$ cat config.mk
export PLATFORM = sky130hd
export DESIGN_NAME = regspace_i2c_reader
export DESIGN_NICKNAME = d
export VERILOG_FILES = /design/src/rtl/rsr_pkg.sv /design/src/rtl/rsr_line_sync.sv /design/src/rtl/rsr_pointer.sv /design/src/rtl/regspace_i2c_reader.sv
export SDC_FILE = /design/constraint.sdc
export NUM_CORES = 1
export LEC_CHECK = 0
export ABC_AREA = 1
export BUFFER_PORTS_ARGS = -buffer_cell sky130_fd_sc_hd__buf_2
export CAP_MARGIN = 20
export CORE_UTILIZATION = 48
export CTS_BUF_LIST = sky130_fd_sc_hd__clkbuf_4 sky130_fd_sc_hd__clkbuf_8
export DETAILED_ROUTE_END_ITERATION = 7
export GPL_TIMING_DRIVEN = 0
export PLACE_DENSITY = 0.66
export SYNTH_ARGS = -nofsm -noshare
export SYNTH_HDL_FRONTEND = slang
export SYNTH_HIERARCHICAL = 1
export SYNTH_SLANG_ARGS = --single-unit
$ cat constraint.sdc
create_clock -name clk -period 3.9 [get_ports clk]
set_input_delay 0.195 -clock clk [delete_from_list [all_inputs] [get_ports clk]]
set_output_delay 0.195 -clock clk [all_outputs]
set_load 0.05 [all_outputs]
$ cat src/rtl/rsr_pkg.sv
package rsr_pkg;

    localparam int BYTE_W = 8;
    localparam int CNT_W  = $clog2(BYTE_W);

    localparam logic [BYTE_W-1:0] DISP_FIRST = 8'h00;
    localparam logic [BYTE_W-1:0] DISP_LAST  = 8'h0F;
    localparam logic [BYTE_W-1:0] KEY_FIRST  = 8'h40;
    localparam logic [BYTE_W-1:0] KEY_LAST   = 8'h45;
    localparam logic [BYTE_W-1:0] VOID_BYTE  = 8'hFF;

    typedef enum logic [3:0] {
        ST_IDLE,
        ST_RX_ADDR,
        ST_ACK_ADDR,
        ST_RX_REG,
        ST_ACK_REG,
        ST_TX,
        ST_TX_ACK,
        ST_TX_NEXT,
        ST_SKIP
    } rsr_state_e;

    typedef enum logic [1:0] {
        RG_DISP,
        RG_KEY,
        RG_NONE
    } rsr_region_e;

    function automatic rsr_region_e region_of(input logic [BYTE_W-1:0] a);
        if (a <= DISP_LAST)
            return RG_DISP;
        else if (a >= KEY_FIRST && a <= KEY_LAST)
            return RG_KEY;
        else
            return RG_NONE;
    endfunction

endpackage

$ cat src/rtl/rsr_line_sync.sv
module rsr_line_sync #(
    parameter int STAGES = 2
) (
    input  logic clk,
    input  logic rst_n,
    input  logic scl_raw,
    input  logic sda_raw,
    output logic scl_lvl,
    output logic sda_lvl,
    output logic scl_rise,
    output logic scl_fall,
    output logic start_det,
    output logic stop_det
);

    logic [STAGES-1:0] scl_ff;
    logic [STAGES-1:0] sda_ff;
    logic              scl_q;
    logic              sda_q;

    generate
        if (STAGES == 1) begin : g_single
            always_ff @(posedge clk or negedge rst_n) begin
                if (!rst_n) begin
                    scl_ff <= '1;
                    sda_ff <= '1;
                end else begin
                    scl_ff <= scl_raw;
                    sda_ff <= sda_raw;
                end
            end
        end else begin : g_chain
            always_ff @(posedge clk or negedge rst_n) begin
                if (!rst_n) begin
                    scl_ff <= '1;
                    sda_ff <= '1;
                end else begin
                    scl_ff <= {scl_ff[STAGES-2:0], scl_raw};
                    sda_ff <= {sda_ff[STAGES-2:0], sda_raw};
                end
            end
        end
    endgenerate

    always_ff @(posedge clk or negedge rst_n) begin
        if (!rst_n) begin
            scl_q <= 1'b1;
            sda_q <= 1'b1;
        end else begin
            scl_q <= scl_ff[STAGES-1];
            sda_q <= sda_ff[STAGES-1];
        end
    end

    assign scl_lvl   = scl_ff[STAGES-1];
    assign sda_lvl   = sda_ff[STAGES-1];
    assign scl_rise  = scl_lvl & ~scl_q;
    assign scl_fall  = ~scl_lvl & scl_q;
    assign start_det = scl_lvl & scl_q & sda_q & ~sda_lvl;
    assign stop_det  = scl_lvl & scl_q & ~sda_q & sda_lvl;

endmodule

$ cat src/rtl/rsr_pointer.sv
module rsr_pointer
    import rsr_pkg::*;
(
    input  logic              clk,
    input  logic              rst_n,
    input  logic              load,
    input  logic [BYTE_W-1:0] load_val,
    input  logic              adv,
    input  logic              burst_bad,
    input  logic [BYTE_W-1:0] rd_data,
    output logic [BYTE_W-1:0] ptr,
    output rsr_region_e       region,
    output logic [BYTE_W-1:0] tx_byte
);

    logic [BYTE_W-1:0] ptr_next;

    assign region = region_of(ptr);

    always_comb begin
        unique case (region)
            RG_DISP: ptr_next = (ptr == DISP_LAST) ? DISP_FIRST : ptr + 8'd1;
            RG_KEY:  ptr_next = (ptr == KEY_LAST)  ? KEY_LAST   : ptr + 8'd1;
            default: ptr_next = ptr;
        endcase
    end

    always_comb begin
        unique case (region)
            RG_DISP: tx_byte = rd_data;
            RG_KEY:  tx_byte = burst_bad ? '0 : rd_data;
            default: tx_byte = VOID_BYTE;
        endcase
    end

    always_ff @(posedge clk or negedge rst_n) begin
        if (!rst_n)
            ptr <= DISP_FIRST;
        else if (load)
            ptr <= load_val;
        else if (adv)
            ptr <= ptr_next;
    end

    AST_DISP_WRAP: assert property (@(posedge clk) disable iff (!rst_n)
        $past(adv) && !$past(load) && $past(ptr) == DISP_LAST |-> ptr == DISP_FIRST);

    AST_KEY_PARK: assert property (@(posedge clk) disable iff (!rst_n)
        $past(adv) && !$past(load) && $past(ptr) == KEY_LAST |-> ptr == KEY_LAST);

    AST_PTR_HOLD: assert property (@(posedge clk) disable iff (!rst_n)
        !load && !adv |=> $stable(ptr));

    AST_VOID_PARK: assert property (@(posedge clk) disable iff (!rst_n)
        adv && !load && region == RG_NONE |=> $stable(ptr));

endmodule

$ cat src/rtl/regspace_i2c_reader.sv
module regspace_i2c_reader
    import rsr_pkg::*;
#(
    parameter int          SYNC_STAGES = 2,
    parameter logic [3:0]  ADDR_PREFIX = 4'b1110
) (
    input  logic              clk,
    input  logic              rst_n,
    input  logic              scl_i,
    input  logic              sda_i,
    input  logic [2:0]        addr_sel_i,
    input  logic [BYTE_W-1:0] rd_data_i,
    output logic              sda_pull_o,
    output logic [BYTE_W-1:0] rd_addr_o,
    output logic              key_err_o
);

    localparam logic [CNT_W-1:0] LAST_BIT = CNT_W'(BYTE_W - 1);

    logic scl_lvl, sda_lvl, scl_rise, scl_fall, start_det, stop_det;

    rsr_state_e         state, state_nxt;
    logic [BYTE_W-2:0]  rx_sh;
    logic [BYTE_W-1:0]  rx_byte;
    logic [BYTE_W-2:0]  tx_sh;
    logic [CNT_W-1:0]   bit_cnt;
    logic               rw_q;
    logic               first_q;
    logic               bad_q;
    logic               ptr_load;
    logic               ptr_adv;
    logic               start_bad;
    logic               burst_bad;
    logic [BYTE_W-1:0]  ptr;
    logic [BYTE_W-1:0]  tx_byte;
    rsr_region_e        region;

    rsr_line_sync #(
        .STAGES (SYNC_STAGES)
    ) u_sync (
        .clk       (clk),
        .rst_n     (rst_n),
        .scl_raw   (scl_i),
        .sda_raw   (sda_i),
        .scl_lvl   (scl_lvl),
        .sda_lvl   (sda_lvl),
        .scl_rise  (scl_rise),
        .scl_fall  (scl_fall),
        .start_det (start_det),
        .stop_det  (stop_det)
    );

    assign rx_byte   = {rx_sh, sda_lvl};
    assign start_bad = (region == RG_KEY) && (ptr != KEY_FIRST);
    assign burst_bad = (state == ST_ACK_ADDR) ? start_bad : bad_q;

    rsr_pointer u_ptr (
        .clk       (clk),
        .rst_n     (rst_n),
        .load      (ptr_load),
        .load_val  (rx_byte),
        .adv       (ptr_adv),
        .burst_bad (burst_bad),
        .rd_data   (rd_data_i),
        .ptr       (ptr),
        .region    (region),
        .tx_byte   (tx_byte)
    );

    assign rd_addr_o = ptr;

    // next-state and strobes
    always_comb begin
        state_nxt = state;
        ptr_load  = 1'b0;
        ptr_adv   = 1'b0;
        if (stop_det) begin
            state_nxt = ST_IDLE;
        end else if (start_det) begin
            state_nxt = ST_RX_ADDR;
        end else begin
            unique case (state)
                ST_IDLE: state_nxt = ST_IDLE;
                ST_RX_ADDR:
                    if (scl_rise && bit_cnt == LAST_BIT)
                        state_nxt = (rx_byte[BYTE_W-1:1] == {ADDR_PREFIX, addr_sel_i})
                                    ? ST_ACK_ADDR : ST_SKIP;
                ST_ACK_ADDR:
                    if (scl_fall && sda_pull_o)
                        state_nxt = rw_q ? ST_TX : ST_RX_REG;
                ST_RX_REG:
                    if (scl_rise && bit_cnt == LAST_BIT) begin
                        ptr_load  = 1'b1;
                        state_nxt = (region_of(rx_byte) != RG_NONE) ? ST_ACK_REG : ST_SKIP;
                    end
                ST_ACK_REG:
                    if (scl_fall && sda_pull_o)
                        state_nxt = ST_SKIP;
                ST_TX:
                    if (scl_fall && bit_cnt == LAST_BIT)
                        state_nxt = ST_TX_ACK;
                ST_TX_ACK:
                    if (scl_rise) begin
                        if (!sda_lvl) begin
                            ptr_adv   = 1'b1;
                            state_nxt = ST_TX_NEXT;
                        end else begin
                            state_nxt = ST_SKIP;
                        end
                    end
                ST_TX_NEXT:
                    if (scl_fall)
                        state_nxt = ST_TX;
                ST_SKIP: state_nxt = ST_SKIP;
                default: state_nxt = ST_IDLE;
            endcase
        end
    end

    // state register
    always_ff @(posedge clk or negedge rst_n) begin
        if (!rst_n)
            state <= ST_IDLE;
        else
            state <= state_nxt;
    end

    // outputs and datapath
    always_ff @(posedge clk or negedge rst_n) begin
        if (!rst_n) begin
            sda_pull_o <= 1'b0;
            key_err_o  <= 1'b0;
            rx_sh      <= '0;
            tx_sh      <= '0;
            bit_cnt    <= '0;
            rw_q       <= 1'b0;
            first_q    <= 1'b0;
            bad_q      <= 1'b0;
        end else if (stop_det) begin
            sda_pull_o <= 1'b0;
            bit_cnt    <= '0;
        end else if (start_det) begin
            sda_pull_o <= 1'b0;
            bit_cnt    <= '0;
            key_err_o  <= 1'b0;
            bad_q      <= 1'b0;
        end else begin
            unique case (state)
                ST_RX_ADDR, ST_RX_REG: begin
                    if (scl_rise) begin
                        rx_sh   <= rx_byte[BYTE_W-2:0];
                        bit_cnt <= bit_cnt + 1'b1;
                        if (state == ST_RX_ADDR && bit_cnt == LAST_BIT)
                            rw_q <= sda_lvl;
                    end
                end
                ST_ACK_ADDR: begin
                    if (scl_fall) begin
                        if (!sda_pull_o) begin
                            sda_pull_o <= 1'b1;
                        end else if (rw_q) begin
                            tx_sh      <= tx_byte[BYTE_W-2:0];
                            sda_pull_o <= ~tx_byte[BYTE_W-1];
                            bit_cnt    <= '0;
                            first_q    <= 1'b1;
                            bad_q      <= start_bad;
                            if (start_bad)
                                key_err_o <= 1'b1;
                        end else begin
                            sda_pull_o <= 1'b0;
                            bit_cnt    <= '0;
                        end
                    end
                end
                ST_ACK_REG: begin
                    if (scl_fall)
                        sda_pull_o <= ~sda_pull_o;
                end
                ST_TX: begin
                    if (scl_fall) begin
                        if (bit_cnt == LAST_BIT) begin
                            sda_pull_o <= 1'b0;
                        end else begin
                            bit_cnt    <= bit_cnt + 1'b1;
                            sda_pull_o <= ~tx_sh[BYTE_W-2];
                            tx_sh      <= {tx_sh[BYTE_W-3:0], 1'b0};
                        end
                    end
                end
                ST_TX_ACK: begin
                    if (scl_rise) begin
                        if (sda_lvl) begin
                            if (first_q && region == RG_KEY)
                                key_err_o <= 1'b1;
                        end else begin
                            first_q <= 1'b0;
                        end
                    end
                end
                ST_TX_NEXT: begin
                    if (scl_fall) begin
                        tx_sh      <= tx_byte[BYTE_W-2:0];
                        sda_pull_o <= ~tx_byte[BYTE_W-1];
                        bit_cnt    <= '0;
                    end
                end
                ST_IDLE, ST_SKIP: sda_pull_o <= 1'b0;
                default:          sda_pull_o <= 1'b0;
            endcase
        end
    end

    AST_PULL_ON_LOW: assert property (@(posedge clk) disable iff (!rst_n)
        $rose(sda_pull_o) |-> !scl_lvl);

    AST_IDLE_FREE: assert property (@(posedge clk) disable iff (!rst_n)
        state == ST_IDLE |-> !sda_pull_o);

    AST_SKIP_FREE: assert property (@(posedge clk) disable iff (!rst_n)
        state == ST_SKIP |-> !sda_pull_o);

    AST_ERR_IN_KEY: assert property (@(posedge clk) disable iff (!rst_n)
        $rose(key_err_o) |-> region == RG_KEY);

    AST_ERR_CLEAR: assert property (@(posedge clk) disable iff (!rst_n)
        start_det && !stop_det |=> !key_err_o);

    AST_NACK_HOLD: assert property (@(posedge clk) disable iff (!rst_n)
        state == ST_TX_ACK && scl_rise && sda_lvl |=> $stable(ptr));

endmodule

Yosys cells after proc, flatten, opt, wreduce, memory -nomap -nowiden
Index checks and enable logic that the tools add are counted.
Word-level totals
  input port bits: 15
  bits in registers: 40
Operators by class
  $lt $le $gt $ge: 6
  equal/unequal tests: 44
  bitwise logic cells: 16
  reduce and logical (&&, ||, !) cells: 31
  add/sub/neg operators: 2
  mux-type cells: 85
Operators by type and width (count)
  $mux 4: 12
  $ne 4x4->1 const B: 12
  $mux 7: 6
  $mux 8: 5
  $mux 1: 37
  $pmux 4 s8: 1
  $pmux 8 s2: 2
  $mux 3: 9
  $pmux 7 s3: 1
  $ne 2x2->1 const B: 9
  $ne 3x3->1 const B: 6
  $reduce_and 9->1: 2
  $eq 4x3->1 const B: 4
  $ge 8x7->1 const B: 2
  $le 8x4->1 const B: 2
  $le 8x7->1 const B: 2
  $mux 2: 8
  $reduce_and 5->1: 3
  $reduce_and 7->1: 2
  $pmux 3 s4: 1
  $reduce_bool 2->1: 6
  $not 1->1: 9
  $reduce_bool 3->1: 3
  $add 8x1->8 const B: 1
  24 further kinds: 39

Longest topological paths before layout
Gate-level depths: netlist of run 1.
  depth in word-level cells: 16
  depth in mapped cells: 20

Hierarchy
Netlist of run 1, hierarchy kept.
Modules (own cells, without submodules)
  regspace_i2c_reader: seq. area each 650.6 µm², cells each 303, instances 1, area each 1968.1 µm²
  rsr_pointer: seq. area each 200.2 µm², cells each 119, instances 1, area each 737.0 µm²
  rsr_line_sync: seq. area each 157.7 µm², cells each 17, instances 1, area each 198.9 µm²

Least setup slack after synthesis of run 1
OpenSTA, ideal clock, no wires.
  kind: register -> register
  start: register u_ptr.ptr[0]
  end: register tx_sh[2]
  data arrival time: 2257 ps
  setup time: 117 ps
  setup slack: 1526 ps
  stages on the path, launching flop included: 19
  cells stage by stage: dfrtp_1 > ha_1 > nand2_1 > inv_1 > nand2_2 > nand2_2 > nand2_4 > nand2_4 > inv_2 > nor2_1 > nand3_1 > nand2_1 > inv_1 > nor2_1 > nor2_1 > nand2_1 > o21ai_0 > nand2_2 > o21ai_2
On the way
  longest elaborated chain between the ends: 13
  elaborated cells on any way between the ends: 18
RTL lines
  start, declared: RTL line rsr_pointer.sv:11  | output logic [BYTE_W-1:0] ptr,
  start signal, assigned: RTL line rsr_pointer.sv:40  | ptr <= load_val;
  start signal, assigned: RTL line rsr_pointer.sv:42  | ptr <= ptr_next;
  $ge 8x7->1 / $le 8x7->1 (equally long branches): RTL line rsr_pkg.sv:33  | else if (a >= KEY_FIRST && a <= KEY_LAST)
  $logic_and 1x1->1: RTL line rsr_pkg.sv:33
  $mux 2: RTL line rsr_pkg.sv:33
  $mux 2 *: RTL line rsr_pkg.sv:31  | if (a <= DISP_LAST)
  named net region[1]: RTL line regspace_i2c_reader.sv:36  | rsr_region_e region;
  $eq 2x1->1 *: RTL line regspace_i2c_reader.sv:54  | assign start_bad = (region == RG_KEY) && (ptr != KEY_FIRST);
  $logic_and 1x1->1 *: RTL line regspace_i2c_reader.sv:54
  $mux 1 *: RTL line regspace_i2c_reader.sv:55  | assign burst_bad = (state == ST_ACK_ADDR) ? start_bad : bad_q;
  named net burst_bad: RTL line regspace_i2c_reader.sv:33  | logic burst_bad;
  $mux 8 *: RTL line rsr_pointer.sv:31  | RG_KEY: tx_byte = burst_bad ? '0 : rd_data;
  $pmux 8 s2 *: RTL line rsr_pointer.sv:29  | unique case (region)
  named net tx_byte[2]: RTL line regspace_i2c_reader.sv:35  | logic [BYTE_W-1:0] tx_byte;
  $mux 7: RTL line regspace_i2c_reader.sv:161  | end else if (rw_q) begin
  $mux 7: RTL line regspace_i2c_reader.sv:159  | if (!sda_pull_o) begin
  $mux 7: RTL line regspace_i2c_reader.sv:158  | if (scl_fall) begin
  $pmux 7 s3 *: RTL line regspace_i2c_reader.sv:148  | unique case (state)
  end signal, assigned: RTL line regspace_i2c_reader.sv:162  | tx_sh <= tx_byte[BYTE_W-2:0];
  end signal, assigned: RTL line regspace_i2c_reader.sv:186  | tx_sh <= {tx_sh[BYTE_W-3:0], 1'b0};
  end signal, assigned: RTL line regspace_i2c_reader.sv:202  | tx_sh <= tx_byte[BYTE_W-2:0];
  end, declared: RTL line regspace_i2c_reader.sv:25  | logic [BYTE_W-2:0] tx_sh;
Mark *: on every way through the listed nets, which the timed path passes. The rest lies on a longest branch. The select of a mux whose other input is x is not followed.
A chain may end at the register's enable or synchronous reset.

Final worst setup path of run 1
  start: register u_sync.sda_ff[1]
  end: register u_ptr.ptr[4]
On the way
  elaborated cells on any way between the ends: 14
RTL lines
  start, declared: RTL line rsr_line_sync.sv:17  | logic [STAGES-1:0] sda_ff;
  start signal, assigned: RTL line rsr_line_sync.sv:39  | sda_ff <= {sda_ff[STAGES-2:0], sda_raw};
  $not 1->1 *: RTL line rsr_line_sync.sv:59  | assign start_det = scl_lvl & scl_q & sda_q & ~sda_lvl;
  $and 1x1->1 *: RTL line rsr_line_sync.sv:59
  named net start_det: RTL line regspace_i2c_reader.sv:20  | logic scl_lvl, sda_lvl, scl_rise, scl_fall, start_det, stop_det;
  $mux 1 *: RTL line regspace_i2c_reader.sv:79  | end else if (start_det) begin
  $mux 1 *: RTL line regspace_i2c_reader.sv:77  | if (stop_det) begin
  named net ptr_load: RTL line regspace_i2c_reader.sv:30  | logic ptr_load;
  $reduce_bool 3->1 (no line) / $reduce_bool 2->1 (equally long branches)
  $reduce_and 2->1 (no line)
Mark *: on every way through the listed nets, which the timed path passes. The rest lies on a longest branch.

==> results of run 1 <==
-- placed cells by master, fill, tap and decap left out, types with 5 or more instances in the layout --
cell and count:
nand4_1 5, inv_2 6, a21oi_1 5, nand2_4 8, dfstp_2 6, ha_1 5
clkbuf_8 5, nand3_1 30, o21ai_2 6, nor2_1 56, nand2_2 8, dfrtp_1 34
o21ai_0 23, buf_2 26, nand2_1 160, nor2_4 5, inv_1 57
-- critical path, delay by kind of cell (launching register included) --
family	cells	cell delay [ns]
buf+inv	4	0.62
flops	1	0.60
simple gates	10	1.23
-- power groups by stage --
stage	sequential, mW	combinational, mW	clock, mW
2_1_floorplan	0.511	0.128	0
4_1_cts	0.511	0.171	0.290
3_5_place_dp	0.519	0.169	0
3_3_place_gp	0.515	0.164	0
6_report	0.511	0.169	0.278
5_1_grt	0.520	0.199	0.306
-- stage by stage --
stage / worst slack (ns) / hold WS (ns)
floorplan: 1.53 / -0.101
global placement: 1.41 / 0.300
detailed placement: 1.38 / 0.301
CTS: 1.36 / 0.0614
global route: 1.09 / 0.0988
finish: 1.35 / 0.0234
-- flip-flops by register name, summed over array words and instances, names as in the netlist --
| name | cells |
|---|---|
| u_sync/sda_ff | 2 |
| rx_sh | 7 |
| state | 4 |
| bit_cnt | 3 |
| u_sync/scl_ff | 2 |
| sda_pull_o | 1 |
| u_ptr/ptr | 8 |
| bad_q | 1 |
| u_sync/sda_q | 1 |
| first_q | 1 |
| key_err_o | 1 |
| rw_q | 1 |
| u_sync/scl_q | 1 |
| tx_sh | 7 |
-- timing repair --
| item | in CTS | in global routing |
|---|---|---|
| hold endpoints to repair | 2 | 0 |
| hold buffers | 2 | 0 |
| setup endpoints to repair | 0 | 0 |
-- logic make-up (layout without fill, tap and decap cells) --
| kind of cell | count (synthesis) | in the layout | share of synthesized area |
|---|---|---|---|
| fa+ha+maj | 5 | 5 | 0.0215 |
| buf+inv | 71 | 105 | 0.102 |
| mux | 2 | 2 | 0.00775 |
| flops | 40 | 40 | 0.347 |
| xor+xnor | 1 | 1 | 0.00302 |
| simple gates | 284 | 284 | 0.444 |
| compound gates | 36 | 36 | 0.0745 |
-- cell type report --
class,instances,area share
buffer,6,0.0140
clock buffer,6,0.0237
clock inverter,2,0.00388
inverter,65,0.0780
multi-input combinational,328,0.496
sequential,40,0.313
tap,72,0.0280
timing repair buffer,26,0.0435
-- path summary, 6_finish.rpt --
check	slack, ns	to	cells after the start	startpoint
max in group asynchronous	3.32	state[0]$_DFFE_PN0P_	1	rst_n
worst min-delay path	0.02	u_ptr/ptr[3]$_DFFE_PN0P_	1	rst_n
min in group clk	0.27	tx_sh[0]$_DFFE_PN0P_	5	rd_data_i[0]
worst max register to register	1.35	u_ptr/ptr[4]$_DFFE_PN0P_	14	u_sync/sda_ff[1]$_DFF_PN1_
worst min register to register	0.36	u_sync/sda_ff[1]$_DFF_PN1_	0	u_sync/sda_ff[0]$_DFF_PN1_
worst max-delay path	1.35	u_ptr/ptr[4]$_DFFE_PN0P_	14	u_sync/sda_ff[1]$_DFF_PN1_
-- routing by layer --
metal	GRT usage	part of all wire	up-vias
li1	-	-	1416
met1	0.313	0.48	1251
met2	0.376	0.48	50
met3	0.0377	0.034	4
met4	0.0607	0.0084	0
met5	0	0	-
==> results.yml, run 1 <==
die:
  die_h_um: 79.8
  chipWidth_um: 79.8
  dieArea_sq_um: 6360
  start_util: 0.512
  core-area_sq_um: 5680
  rows: 27
  ios: 25
layout:
  fin_cells: 545
  multi_input_area_sq_um: 1600
  fillers: 591
  fin_area_sq_um: 3220
  seq_area_sq_um: 1010
  drive_gt1_frac: 0.186
  n_antenna_cell: 0
  area_delta_synth_final_pct: 11.0
  utilization: 0.568
  fin_nets: 492
power:
  p_total_uw: 958
  p_comb_frac: 0.176
  leakage_nw: 1.80
  switching_share: 0.292
  peakVddDrop_mv: 0.196
  power_switching_uw: 280
  p_int_uw: 678
  p_seq_frac: 0.534
  power_frac_clock: 0.290
  p_per_area_nw_per_um2: 297
clock_network:
  clock-root-buffer: "clkbuf_8"
  htree_levels: 2
  post_cts_buffers: 0
  cts_resized: 0
  clock_sink_count: 40
  clk_pin_slew_ns: 0.08
  clockBufferDepth: 2
  clock_latency_ns: 0.29
  numCtsBuffers: 5
  cts_tree: "yes"
grt:
  antenna_found_initial: 0
  grt_pass1_wl_um: 11200
  grt_pass1_vias: 2437
  grt_max_degree: 41
  grt_use_total: 0.230
  grt_overflow: 0
critical_path:
  cp_data_arrival_time_ns: 2.74
  cp_common_cell: "nand2_1"
  crit_path_start_kind: "flop"
  slowest_stage: "dfstp_2"
  cp-end-kind: "flop"
  required_ns: 4.09
  crit_type: "reg2reg"
  max_stage_delay_ns: 0.60
  crit_chain: "inv_1 -> nand2_1 -> nor2_1 -> nor2_1 -> inv_1 -> nor2_1 -> nand2_1 -> nor3_1 -> buf_2 -> inv_1 -> nand3_2 -> nand2_2 -> nand2_1 -> nand2_1"
  crit_fanout: 10
yosys:
  yosysMostFrequentCell: "nand2_1"
  synth_area_sq_um: 2900
  syn_area_per_cell_sq_um: 6.62
  synth_top_area_frac: 0.293
  ys_types: 31
  synth_edf_count: 0
  async_reset_ff_frac: 1.00
  synth_top_area_cell: "dfrtp_1"
  synth_common_cells: "nand2_1 (160), inv_1 (57), nor2_1 (56), dfrtp_1 (34), nand3_1 (30)"
  yosys_warnings: 6
  ys_seq_elements: 40
  seq_area_frac_synth: 0.347
  synthFlopType: "dfrtp_1"
  synth_fp_nets: 459
  syn_inst: 439
  synth_area_leaders: "dfrtp_1 (29%), nand2_1 (21%), inv_1 (7.4%), nor2_1 (7.2%), dfstp_2 (5.4%)"
drt:
  wire_per_inst_um: 12.1
  firstDrtPassIters: 5
  viasPerCell: 4.99
  first_iter_violations: 142
  antenna_left: 0
  num_vias: 2721
  drt_wl_total_um: 6590
  drc: 0
timing:
  worstMarginPinSlew_ns: 0.889
  drv_slew: 0
  setup-tns-final_ns: 0
  period_needed_ns: 2.55
  max-slew-margin-rel: 0.407
  clock.fmax_ghz: 0.392
  rsz0062_at_grt: "false"
  skew_ns: 0.00362
  hold_viol: 0
  setup-violations-final: 0
  fin_crit_sh: 0.654
placed_design:
  hpwl_um: 5040
  portBuffers: 24
  dpl.cell_count: 535
  post_dp_cell_area_sq_um: 3110
  place_congestion: 0.908
hold_path:
  min-delay-path-class: "in2async"
status:
  status: "finished clean"
run:
  max_cap_viol_count: 0
Note: power is estimated with default switching activity, not from simulation.
==> run 2, diff against run 1 <==
==> constraint.sdc (replaced) <==
create_clock -name clk -period 2.6 [get_ports clk]
set_input_delay 0.13 -clock clk [delete_from_list [all_inputs] [get_ports clk]]
set_output_delay 0.13 -clock clk [all_outputs]
set_load 0.05 [all_outputs]
==> results.yml, run 2 (same netlist as run 1, synthesis figures left out) <==
die:
  ios: 25
  chipWidth_um: 79.8
  core-area_sq_um: 5680
  start_util: 0.512
  rows: 27
  die_h_um: 79.8
  dieArea_sq_um: 6360
placed_design:
  portBuffers: 24
  place_congestion: 0.908
  hpwl_um: 5040
power:
  power_switching_uw: 419
  switching_share: 0.292
  peakVddDrop_mv: 0.294
  p_per_area_nw_per_um2: 441
  leakage_nw: 1.80
  p_int_mw: 1.02
  power_frac_clock: 0.290
  p_seq_frac: 0.533
  p_comb_frac: 0.177
drt:
  viasPerCell: 4.99
  drc: 0
  num_vias: 2722
  first_iter_violations: 123
  wire_per_inst_um: 12.1
  drt_wl_total_um: 6630
  firstDrtPassIters: 5
  antenna_left: 0
critical_path:
  crit_type: "reg2reg"
  ff2ff_setup_slack_ns: 0.21
  crit_fanout: 10
  required_ns: 2.78
  cp_data_arrival_time_ns: 2.57
  cp-end-kind: "flop"
  crit_path_start_kind: "flop"
timing:
  setup-tns-final_ns: 0
  skew_ns: 0.00359
  whs_ns: 0.211
  rsz0062_at_grt: "false"
  worstMarginPinSlew_ns: 0.890
  fin_crit_sh: 0.918
  max-slew-margin-rel: 0.407
  hold_viol: 0
  period_needed_ns: 2.39
  setup-violations-final: 0
  clock.fmax_ghz: 0.419
  drv_slew: 0
grt:
  grt_pass1_wl_um: 11200
  grt_overflow: 0
  grt_pass1_vias: 2439
  antenna_found_initial: 0
  grt_use_total: 0.230
  grt_max_degree: 41
layout:
  seq_area_sq_um: 1010
  n_antenna_cell: 0
  top_regs: "u_ptr/ptr x8, rx_sh x7, tx_sh x7"
  final_common_cell: "nand2_1"
  multi_input_area_sq_um: 1620
  drive_gt1_frac: 0.198
  regMostFlops: "u_ptr/ptr"
  largest_reg_flops: 8
  fin_nets: 493
  fillers: 587
  final_cell_mix: "nand2_1 (160), inv_1 (57), nor2_1 (53), dfrtp_1 (32), nand3_1 (30)"
  area_delta_synth_final_pct: 12.2
clock_network:
  clk_pin_slew_ns: 0.08
  numCtsBuffers: 5
  clock_sink_count: 40
  clock-root-buffer: "clkbuf_8"
  clockBufferDepth: 2
  cts_tree: "yes"
  htree_levels: 2
  clock_latency_ns: 0.29
  post_cts_buffers: 0
status:
  status: "finished clean"
hold_path:
  min-delay-path-class: "in2reg"
run:
  max_cap_viol_count: 0
-- run 2: changes by cell type in the layout (fill, tap and decap cells not counted), moves of 2 or more --
cell	delta
nor2_1	-3
nor2_2	+3
dfrtp_1	-2
dfrtp_2	+2
o21ai_0	-2
o21ai_1	+2
-- run 2: area by class of cell --
| cell class | count | share of cell area |
|---|---|---|
| multi-input combinational | 328 | 0.497 |
| sequential | 40 | 0.310 |
| inverter | 65 | 0.0772 |
| timing repair buffer | 27 | 0.0461 |
| tap | 72 | 0.0276 |
| clock buffer | 6 | 0.0234 |
| buffer | 6 | 0.0146 |
| clock inverter | 2 | 0.00384 |
-- run 2: through the flow --
stage / total power [mW] / area, sq um / util / cells / setup WS [ns]
floorplan: 0.958 / 2900 / - / 439 / 0.226
global placement: 1.02 / 3110 / 0.549 / 535 / 0.111
detailed placement: 1.03 / 3110 / 0.549 / 535 / 0.0818
CTS: 1.46 / 3230 / 0.570 / 546 / 0.0608
global route: 1.54 / 3260 / 0.574 / 546 / 0.00272
finish: 1.44 / 3260 / 0.574 / 546 / 0.212
-- run 2: power groups by stage --
stage          Combinational, mW  Clock, mW  Sequential, mW
3_5_place_dp               0.254          0           0.778
6_report                   0.254      0.416           0.767
5_1_grt                    0.300      0.459           0.780
4_1_cts                    0.258      0.435           0.767
3_3_place_gp               0.246          0           0.773
2_1_floorplan              0.192          0           0.766
-- run 2: timing repair --
action	in CTS	in global routing
endpoints found under the hold margin	16	0
hold buffers	3	0
gates resized for setup	0	10
setup endpoints to repair	0	15
-- run 2: routing by layer --
metal,share of wire,vias up,track usage
met3,0.030,4,0.0377
met2,0.47,55,0.378
met5,0,-,0
met4,0.0083,0,0.0607
li1,-,1416,-
met1,0.49,1247,0.313
-- run 2: final timing paths --
path                                            startpoint                          to  depth (start not counted)
worst max-delay path            u_sync/sda_ff[1]$_DFF_PN1_    u_ptr/ptr[4]$_DFFE_PN0P_                         14
worst min-delay path                          rd_data_i[0]        tx_sh[0]$_DFFE_PN0P_                          5
worst max register to register  u_sync/sda_ff[1]$_DFF_PN1_    u_ptr/ptr[4]$_DFFE_PN0P_                         14
worst min register to register  u_sync/sda_ff[0]$_DFF_PN1_  u_sync/sda_ff[1]$_DFF_PN1_                          0
max in group asynchronous                            rst_n    u_ptr/ptr[0]$_DFFE_PN0P_                          2
min in group asynchronous                            rst_n    u_ptr/ptr[3]$_DFFE_PN0P_                          2
-- run 2: worst max-delay path, stage by stage, from the launching register on --
cell and delay (ns):
dfstp_2 0.60, inv_1 0.05, nand2_1 0.06, nor2_1 0.09, nor2_2 0.18, inv_1 0.13
nor2_1 0.15, nand2_1 0.11, nor3_2 0.17, clkbuf_4 0.23, inv_1 0.15, nand3_2 0.11
nand2_2 0.12, nand2_1 0.10, nand2_1 0.05
